File: src/rtl/ept_pkg.sv
package ept_pkg;
  localparam int REG_PAT  = 0;
  localparam int REG_CMD  = 1;
  localparam int REG_STAT = 2;
  localparam int REG_SRC  = 3;
  localparam int REG_DST  = 4;
  localparam int REG_SIZE = 5;
  localparam int REG_CHK  = 6;
  localparam int REG_ITYP = 7;
  localparam int REG_INUM = 8;

  localparam int CMDW = 6;
  localparam int STW  = 9;

  localparam int ST_IRQ     = 6;
  localparam int ST_BAD_SRC = 7;
  localparam int ST_BAD_DST = 8;

  localparam logic [1:0] KIND_LEG  = 2'd0;
  localparam logic [1:0] KIND_MSI  = 2'd1;
  localparam logic [1:0] KIND_MSIX = 2'd2;

  typedef enum logic [1:0] {OP_RD, OP_WR, OP_CP, OP_IRQ} op_e;
  typedef enum logic [2:0] {S_IDLE, S_CHK, S_RD, S_WR, S_IRQ} state_e;
endpackage

File: src/rtl/ept_regs.sv
module ept_regs
  import ept_pkg::*;
#(
  parameter int AW   = 32,
  parameter int DW   = 32,
  parameter int NUMW = 12,
  parameter int RAW  = 4
) (
  input  logic            clk,
  input  logic            rst_n,
  input  logic            host_we,
  input  logic [RAW-1:0]  host_addr,
  input  logic [DW-1:0]   host_wdata,
  output logic [DW-1:0]   host_rdata,
  input  logic [CMDW-1:0] cmd_q,
  input  logic [STW-1:0]  status_q,
  input  logic [DW-1:0]   chk_q,
  output logic [AW-1:0]   src_o,
  output logic [AW-1:0]   dst_o,
  output logic [AW-1:0]   size_o,
  output logic [1:0]      itype_o,
  output logic [NUMW-1:0] inum_o
);
  logic [DW-1:0]   pat_q, pat_n;
  logic [AW-1:0]   src_n, dst_n, size_n;
  logic [1:0]      itype_n;
  logic [NUMW-1:0] inum_n;

  always_comb begin
    pat_n   = pat_q;
    src_n   = src_o;
    dst_n   = dst_o;
    size_n  = size_o;
    itype_n = itype_o;
    inum_n  = inum_o;
    if (host_we) begin
      case (int'(host_addr))
        REG_PAT:  pat_n   = host_wdata;
        REG_SRC:  src_n   = host_wdata[AW-1:0];
        REG_DST:  dst_n   = host_wdata[AW-1:0];
        REG_SIZE: size_n  = host_wdata[AW-1:0];
        REG_ITYP: itype_n = host_wdata[1:0];
        REG_INUM: inum_n  = host_wdata[NUMW-1:0];
        default: ;
      endcase
    end
  end

  always_ff @(posedge clk or negedge rst_n) begin
    if (!rst_n) begin
      pat_q   <= '0;
      src_o   <= '0;
      dst_o   <= '0;
      size_o  <= '0;
      itype_o <= '0;
      inum_o  <= '0;
    end else if (host_we) begin
      pat_q   <= pat_n;
      src_o   <= src_n;
      dst_o   <= dst_n;
      size_o  <= size_n;
      itype_o <= itype_n;
      inum_o  <= inum_n;
    end
  end

  always_comb begin
    host_rdata = '0;
    case (int'(host_addr))
      REG_PAT:  host_rdata = pat_q;
      REG_CMD:  host_rdata = DW'(cmd_q);
      REG_STAT: host_rdata = DW'(status_q);
      REG_SRC:  host_rdata = DW'(src_o);
      REG_DST:  host_rdata = DW'(dst_o);
      REG_SIZE: host_rdata = DW'(size_o);
      REG_CHK:  host_rdata = chk_q;
      REG_ITYP: host_rdata = DW'(itype_o);
      REG_INUM: host_rdata = DW'(inum_o);
      default:  host_rdata = '0;
    endcase
  end
endmodule

File: src/rtl/ept_seq.sv
module ept_seq
  import ept_pkg::*;
#(
  parameter int AW       = 32,
  parameter int DW       = 32,
  parameter int NUMW     = 12,
  parameter int MSI_MAX  = 32,
  parameter int MSIX_MAX = 2048
) (
  input  logic            clk,
  input  logic            rst_n,
  input  logic            cmd_wr,
  input  logic [CMDW-1:0] cmd_wdata,
  input  logic [AW-1:0]   src_i,
  input  logic [AW-1:0]   dst_i,
  input  logic [AW-1:0]   size_i,
  input  logic [1:0]      itype_i,
  input  logic [NUMW-1:0] inum_i,
  output logic            mem_req,
  output logic            mem_we,
  output logic [AW-1:0]   mem_addr,
  output logic [DW-1:0]   mem_wdata,
  input  logic            mem_ack,
  input  logic            mem_err,
  input  logic [DW-1:0]   mem_rdata,
  output logic            irq_req,
  output logic [1:0]      irq_type,
  output logic [NUMW-1:0] irq_vec,
  output logic            busy,
  output logic [CMDW-1:0] cmd_q,
  output logic [STW-1:0]  status_q,
  output logic [DW-1:0]   chk_q
);
  state_e          st_q, st_n;
  op_e             op_q, op_n;
  logic [1:0]      kind_q, kind_n;
  logic [AW-1:0]   cnt_q, cnt_n, off_q, off_n;
  logic [DW-1:0]   buf_q, buf_n, chk_n;
  logic [CMDW-1:0] cmd_n;
  logic [STW-1:0]  status_n;
  logic            bad_src, bad_dst, irq_ok;
  logic [DW-1:0]   pattern;

  function automatic logic addr_bad(input logic [AW-1:0] a);
    return (a == '0) || (a[1:0] != 2'b00);
  endfunction

  function automatic int ok_bit(input op_e o);
    return (o == OP_RD) ? 0 : (o == OP_WR) ? 2 : 4;
  endfunction

  assign bad_src = (op_q != OP_WR) && addr_bad(src_i);
  assign bad_dst = (op_q != OP_RD) && addr_bad(dst_i);
  assign pattern = DW'(off_q >> 2) + DW'(1);

  always_comb begin
    case (kind_q)
      KIND_LEG:  irq_ok = (inum_i == '0);
      KIND_MSI:  irq_ok = (inum_i != '0) && (inum_i <= NUMW'(MSI_MAX));
      KIND_MSIX: irq_ok = (inum_i != '0) && (inum_i <= NUMW'(MSIX_MAX));
      default:   irq_ok = 1'b0;
    endcase
  end

  always_comb begin
    st_n = st_q; op_n = op_q; kind_n = kind_q; cnt_n = cnt_q; off_n = off_q;
    buf_n = buf_q; chk_n = chk_q; cmd_n = cmd_q; status_n = status_q;
    case (st_q)
      S_IDLE: if (cmd_wr) begin
        cmd_n    = cmd_wdata;
        status_n = '0;
        kind_n   = itype_i;
        if (cmd_wdata[0])      begin op_n = OP_IRQ; kind_n = KIND_LEG;  st_n = S_IRQ; end
        else if (cmd_wdata[1]) begin op_n = OP_IRQ; kind_n = KIND_MSI;  st_n = S_IRQ; end
        else if (cmd_wdata[2]) begin op_n = OP_IRQ; kind_n = KIND_MSIX; st_n = S_IRQ; end
        else if (cmd_wdata[3]) begin op_n = OP_RD; st_n = S_CHK; end
        else if (cmd_wdata[4]) begin op_n = OP_WR; st_n = S_CHK; end
        else if (cmd_wdata[5]) begin op_n = OP_CP; st_n = S_CHK; end
      end
      S_CHK: begin
        if (bad_src || bad_dst) begin
          status_n[ok_bit(op_q) + 1] = 1'b1;
          status_n[ST_BAD_SRC]       = bad_src;
          status_n[ST_BAD_DST]       = bad_dst;
          st_n = S_IRQ;
        end else begin
          chk_n = '0;
          off_n = '0;
          cnt_n = AW'(({1'b0, size_i} + (AW+1)'(3)) >> 2);
          if (size_i == '0) begin
            status_n[ok_bit(op_q)] = 1'b1;
            st_n = S_IRQ;
          end else begin
            st_n = (op_q == OP_WR) ? S_WR : S_RD;
          end
        end
      end
      S_RD: if (mem_ack) begin
        if (mem_err) begin
          status_n[ok_bit(op_q) + 1] = 1'b1;
          st_n = S_IRQ;
        end else begin
          chk_n = chk_q ^ mem_rdata;
          if (op_q == OP_CP) begin
            buf_n = mem_rdata;
            st_n  = S_WR;
          end else begin
            off_n = off_q + AW'(4);
            cnt_n = cnt_q - AW'(1);
            if (cnt_q == AW'(1)) begin
              status_n[ok_bit(op_q)] = 1'b1;
              st_n = S_IRQ;
            end
          end
        end
      end
      S_WR: if (mem_ack) begin
        if (mem_err) begin
          status_n[ok_bit(op_q) + 1] = 1'b1;
          st_n = S_IRQ;
        end else begin
          if (op_q == OP_WR) chk_n = chk_q ^ pattern;
          off_n = off_q + AW'(4);
          cnt_n = cnt_q - AW'(1);
          if (cnt_q == AW'(1)) begin
            status_n[ok_bit(op_q)] = 1'b1;
            st_n = S_IRQ;
          end else begin
            st_n = (op_q == OP_CP) ? S_RD : S_WR;
          end
        end
      end
      S_IRQ: begin
        if (irq_ok) status_n[ST_IRQ] = 1'b1;
        st_n = S_IDLE;
      end
      default: st_n = S_IDLE;
    endcase
  end

  always_ff @(posedge clk or negedge rst_n) begin
    if (!rst_n) begin
      st_q <= S_IDLE; op_q <= OP_RD; kind_q <= '0; cnt_q <= '0; off_q <= '0;
      buf_q <= '0; chk_q <= '0; cmd_q <= '0; status_q <= '0;
    end else begin
      st_q <= st_n; op_q <= op_n; kind_q <= kind_n; cnt_q <= cnt_n; off_q <= off_n;
      buf_q <= buf_n; chk_q <= chk_n; cmd_q <= cmd_n; status_q <= status_n;
    end
  end

  assign busy      = (st_q != S_IDLE);
  assign mem_req   = (st_q == S_RD) || (st_q == S_WR);
  assign mem_we    = (st_q == S_WR);
  assign mem_addr  = ((st_q == S_RD) ? src_i : dst_i) + off_q;
  assign mem_wdata = (op_q == OP_CP) ? buf_q : pattern;
  assign irq_req   = (st_q == S_IRQ) && irq_ok;
  assign irq_type  = kind_q;
  assign irq_vec   = inum_i;
endmodule

File: src/rtl/ep_test_engine.sv
module ep_test_engine
  import ept_pkg::*;
#(
  parameter int AW       = 32,
  parameter int DW       = 32,
  parameter int NUMW     = 12,
  parameter int RAW      = 4,
  parameter int MSI_MAX  = 32,
  parameter int MSIX_MAX = 2048
) (
  input  logic            clk,
  input  logic            rst_n,
  input  logic            host_we,
  input  logic [RAW-1:0]  host_addr,
  input  logic [DW-1:0]   host_wdata,
  output logic [DW-1:0]   host_rdata,
  output logic            mem_req,
  output logic            mem_we,
  output logic [AW-1:0]   mem_addr,
  output logic [DW-1:0]   mem_wdata,
  input  logic            mem_ack,
  input  logic            mem_err,
  input  logic [DW-1:0]   mem_rdata,
  output logic            irq_req,
  output logic [1:0]      irq_type,
  output logic [NUMW-1:0] irq_vec
);
  logic            cmd_wr, busy;
  logic [CMDW-1:0] cmd_q;
  logic [STW-1:0]  status_q;
  logic [DW-1:0]   chk_q;
  logic [AW-1:0]   src, dst, size;
  logic [1:0]      itype;
  logic [NUMW-1:0] inum;

  assign cmd_wr = host_we && (int'(host_addr) == REG_CMD);

  ept_regs #(.AW(AW), .DW(DW), .NUMW(NUMW), .RAW(RAW)) u_regs (
    .clk(clk), .rst_n(rst_n), .host_we(host_we), .host_addr(host_addr),
    .host_wdata(host_wdata), .host_rdata(host_rdata), .cmd_q(cmd_q),
    .status_q(status_q), .chk_q(chk_q), .src_o(src), .dst_o(dst),
    .size_o(size), .itype_o(itype), .inum_o(inum)
  );

  ept_seq #(.AW(AW), .DW(DW), .NUMW(NUMW), .MSI_MAX(MSI_MAX), .MSIX_MAX(MSIX_MAX)) u_seq (
    .clk(clk), .rst_n(rst_n), .cmd_wr(cmd_wr), .cmd_wdata(host_wdata[CMDW-1:0]),
    .src_i(src), .dst_i(dst), .size_i(size), .itype_i(itype), .inum_i(inum),
    .mem_req(mem_req), .mem_we(mem_we), .mem_addr(mem_addr), .mem_wdata(mem_wdata),
    .mem_ack(mem_ack), .mem_err(mem_err), .mem_rdata(mem_rdata),
    .irq_req(irq_req), .irq_type(irq_type), .irq_vec(irq_vec),
    .busy(busy), .cmd_q(cmd_q), .status_q(status_q), .chk_q(chk_q)
  );
endmodule

File: config.mk
export PLATFORM = sky130hd
export DESIGN_NAME = ep_test_engine
export DESIGN_NICKNAME = d
export VERILOG_FILES = /design/src/rtl/ept_pkg.sv /design/src/rtl/ept_regs.sv /design/src/rtl/ept_seq.sv /design/src/rtl/ep_test_engine.sv
export SDC_FILE = /design/constraint.sdc
export NUM_CORES = 1
export LEC_CHECK = 0
export BUFFER_PORTS_ARGS = -buffer_cell sky130_fd_sc_hd__buf_4
export CAP_MARGIN = 20
export CORE_MARGIN = 1.5
export CORE_UTILIZATION = 35
export CTS_BUF_LIST = sky130_fd_sc_hd__clkbuf_4
export DETAILED_ROUTE_END_ITERATION = 8
export HOLD_SLACK_MARGIN = 0.1
export PLACE_DENSITY = 0.6
export REMOVE_ABC_BUFFERS = 1
export SLEW_MARGIN = 20
export SYNTH_ARGS = -nofsm -noshare
export SYNTH_HDL_FRONTEND = slang
export SYNTH_SLANG_ARGS = --single-unit
File: constraint.sdc
create_clock -name clk -period 5.51 [get_ports clk]
set_input_delay 0.8265 -clock clk [delete_from_list [all_inputs] [get_ports clk]]
set_output_delay 0.8265 -clock clk [all_outputs]
set_load 0.03 [all_outputs]
==> impl_results.md <==
- Crit path from: u_seq.st_q[2]
- RR Endpoint: u_seq.chk_q[5]
- Worst R2R Path Depth: 10
- Max stage delay on crit path: about 0.45 ns
- GR Util All Layers: 24.1%
- F_max: 0.186 GHz
- Die height: 223 µm
- Flops & latches, synth: 290
- Min Tclk post-route: 5.37 ns
- First-pass GRT wire length: 91700 µm
- Via density: 5.77
- Reg-to-reg startpoint: u_regs.dst_o[30]
- Combinational share of power: 32.0%
- Final count of hold timing violations: 0
- CP max stage cell: dfrtp_2
- Relative slew margins: 24.6%
- Sequential share of power: 42.0%
- Setup crit end kind: primary output
- Post-synth EDFFs: 0
- Asr flop ratio synth: 100%
- Worst endpoint data arrival time: 4.54 ns
- Power Internal: 4.70 mW
- Critical setup path kind: reg -> out
- Synth top area share: 42.7%
- Clk pwr share: roughly a quarter
- Gpl congestion: 0.972
- Syn. warnings: 0
- WL final: 60100 µm
- Commonest non-fill, non-tap cell in the layout: dfrtp_1
- Starting Density: 35.5%
- Setup-failing EPs final: 0
- Clock Tree Root: clkbuf_4
- Die area: 49900 µm²
- Max Cap Viol: 0
- Period utilization: 97.4%
- First-pass detailed-route iteration total: 6
- Grt ovf: 0
- Hold Crit Class: in -> reg
- Layout Skew: 0.0870 ns
- Syn Std Cell Area: 17000 µm²
- CTS clock-pin slew for the worst setup and hold paths: 0.08 ns
- PD cells: 383 nW/µm²
- Buf/Inv on CP: 3
- Area Overhead vs Synth: 19.6%
- Setup_tns: 0 ns
- Worst path most repeated cell: buf_4
- Distinct cell type count after synthesis: 84
- Post-route antenna net violation count: 0
- Post-layout instance area: 20300 µm²
- Status: finished clean
- Net Sw Frac: 39.5%
- Startpoint Class: flip-flop
- Starting DRC count in detailed routing: 1346
- Commonest non-fill, non-tap cells in the layout: dfrtp_1, buf_4, mux2_2
- Max VDD drop: 0.219 mV
- CTS tree: yes
- Num ports: 186
- Stages on worst setup path: 14
- Worst-path fanout max: 9
- WL/cell: between 20 and 25 µm
- CP cell instances: nand2b_2 -> nor2_4 -> buf_12 -> buf_4 -> mux2_2 -> ha_1 -> a21o_1 -> a211o_1 -> o21ai_2 -> and3_2 -> o31ai_1 -> o41ai_2 -> xnor2_1 -> buf_4
- Synth area leaders: dfrtp_1, mux2_2, nand2_1
- Vias in the first global route: 14900
- Clock Path Buffers: 3
- Worst-skew pair later-pin latency: 0.84 ns
- Net Sw Power: 3.07 mW
- Die width: 223 µm
- DRC Markers: 0
- LEAKAGE: 9.18 nW
- Port bufs: ~190
- HPWL Detailed: 42300 µm
- Mapped Cells: ~1800
- Nets: 2098
- Syn_area_per_cell: approximately 9.6 µm²
- Critical Path RT: 4.68 ns
- Top_reg_cell synth: dfrtp_1
- Post-DP Area: 19100 µm²
- Worst reg2reg setup slack: 1.83 ns
- Vias: roughly 15000
- Clock sink count: just under 300
- Core area: 47800 µm²
- Worst-margin pin slew: roughly 1.1 ns
- CP Capture Point: mem_addr[28]
- CTS H-tree depth: 3
- Max-slew violations: 0
- Share of post-route cells with drive strength above 1: 29.7%
- Filler cells: 4657
- Total power: 7.77 mW
- CTS Buf Count: between 80 and 90
- Synth area leader: dfrtp_1
- Register area share after synthesis: around 43%
- Initial antenna violation count: 3
- Row count: 80
- Largest net degree at the start of global routing: 100
- Family with the most delay on the worst path: compound AO/OA/AOI/OAI gates
stage by stage:
stage / util, % / worst slack [ns] / hold slack [ns] / cells
final: 42.5 / 0.141 / 0.239 / 2656
after global routing: 42.4 / -0.0166 / 0.224 / 2655
after CTS: 42.2 / 0.00662 / 0.191 / 2650
after detailed placement: 39.9 / 0.405 / 0.463 / 2508
after global placement: 39.9 / 0.477 / 0.458 / 2507
after floorplan: - / -1.23 / 0.438 / 1679
cells by family after synthesis:
family	synth area share, %
buffers and inverters	2.89
adder cells (fa/ha/maj)	2.65
AO/OA/AOI/OAI	17.6
AND/OR/NAND/NOR	16.4
multiplexers	13.7
flip-flops	42.7
other	0.0221
XOR/XNOR	3.97
final cells by class:
class                   count  area [µm²]  share of cell area, %
clock inverters            19         124                  0.610
flip-flops and latches    290        7260                   35.7
diodes                      3        7.51                 0.0370
multi-input cells        1358        9420                   46.4
repair buffers            224        1740                   8.57
clock buffers             116         871                   4.29
well taps                 615         769                   3.79
inverters                  31         116                  0.573
registers in the layout, summed over array words and instances, names as in the netlist:
signal and flops:
u_seq.cnt_q 32, u_seq.chk_q 32, u_regs.itype_o 2, u_seq.op_q 2
u_regs.inum_o 12, u_regs.src_o 32, u_seq.st_q 3, u_seq.buf_q 32
u_regs.dst_o 32, u_seq.irq_type 2, u_regs.pat_q 32, u_regs.size_o 32
u_seq.status_q 9, u_seq.cmd_q 6, u_seq.off_q 30
timing repair:
| item | in CTS | in global routing |
|---|---|---|
| pin swaps | 3 | 4 |
| hold buffers | 1 | 0 |
| setup buffers | 6 | 3 |
| setup endpoints to repair | 9 | 8 |
| gates resized for setup | 7 | 20 |
| endpoints found under the hold margin | 94 | 0 |
metal layers:
| metal | vias to the layer above | track usage [%] | wire (µm) |
|---|---|---|---|
| li1 | 7020 | - | - |
| met1 | 7551 | 33.0 | 26200 |
| met5 | - | 0 | 0 |
| met3 | 125 | 4.83 | 4400 |
| met4 | 0 | 10.8 | 2390 |
| met2 | 620 | 36.8 | 27100 |
how the worst min path moves through the flow:
stage	from	to	slack [ns]	depth (start not counted)
3_3_place_gp	u_seq.cmd_q[4]	u_seq.cmd_q[4]	0.46	2
2_1_floorplan	u_seq.chk_q[14]	u_seq.chk_q[14]	0.44	1
3_5_place_dp	u_seq.cmd_q[0]	u_seq.cmd_q[0]	0.46	2
4_1_cts	host_wdata[17]	u_regs.size_o[17]	0.19	2
6_report	mem_rdata[0]	u_seq.buf_q[0]	0.24	2
5_1_grt	mem_rdata[24]	u_seq.buf_q[24]	0.22	2
power by group through the flow:
| stage | clock (mW) | sequential (mW) | combinational, mW |
|---|---|---|---|
| floorplan | 0 | 3.08 | 1.58 |
| global placement | 0 | 3.26 | 2.40 |
| detailed placement | 0 | 3.27 | 2.45 |
| CTS | 2.07 | 3.24 | 2.47 |
| global route | 2.19 | 3.32 | 2.70 |
| finish | 2.02 | 3.26 | 2.49 |
cells in the mapped netlist, types with 4 or more instances:
library cell,n
dfrtp_1,290
mux2_2,201
nand2_1,178
nor2_1,145
a21oi_1,123
o21ai_0,101
clkbuf_1,81
a22oi_1,67
nand3_1,62
xor2_1,40
xnor2_1,37
ha_1,36
nor4_1,33
o21ai_1,31
inv_1,30
o31ai_1,29
nand4_1,22
nor3_1,22
a21o_1,19
and3_1,18
nand2b_1,15
a222oi_1,11
buf_1,11
a22o_1,9
nor2b_1,9
or3_1,9
and4_1,8
o211ai_1,8
a311oi_1,7
mux2i_1,7
o21a_1,7
a31oi_1,6
buf_2,6
nor3b_1,6
o22ai_1,6
or2_2,6
a211oi_1,5
and2_1,5
a32oi_1,4
o21bai_1,4
(Power assumes the default switching activity.)
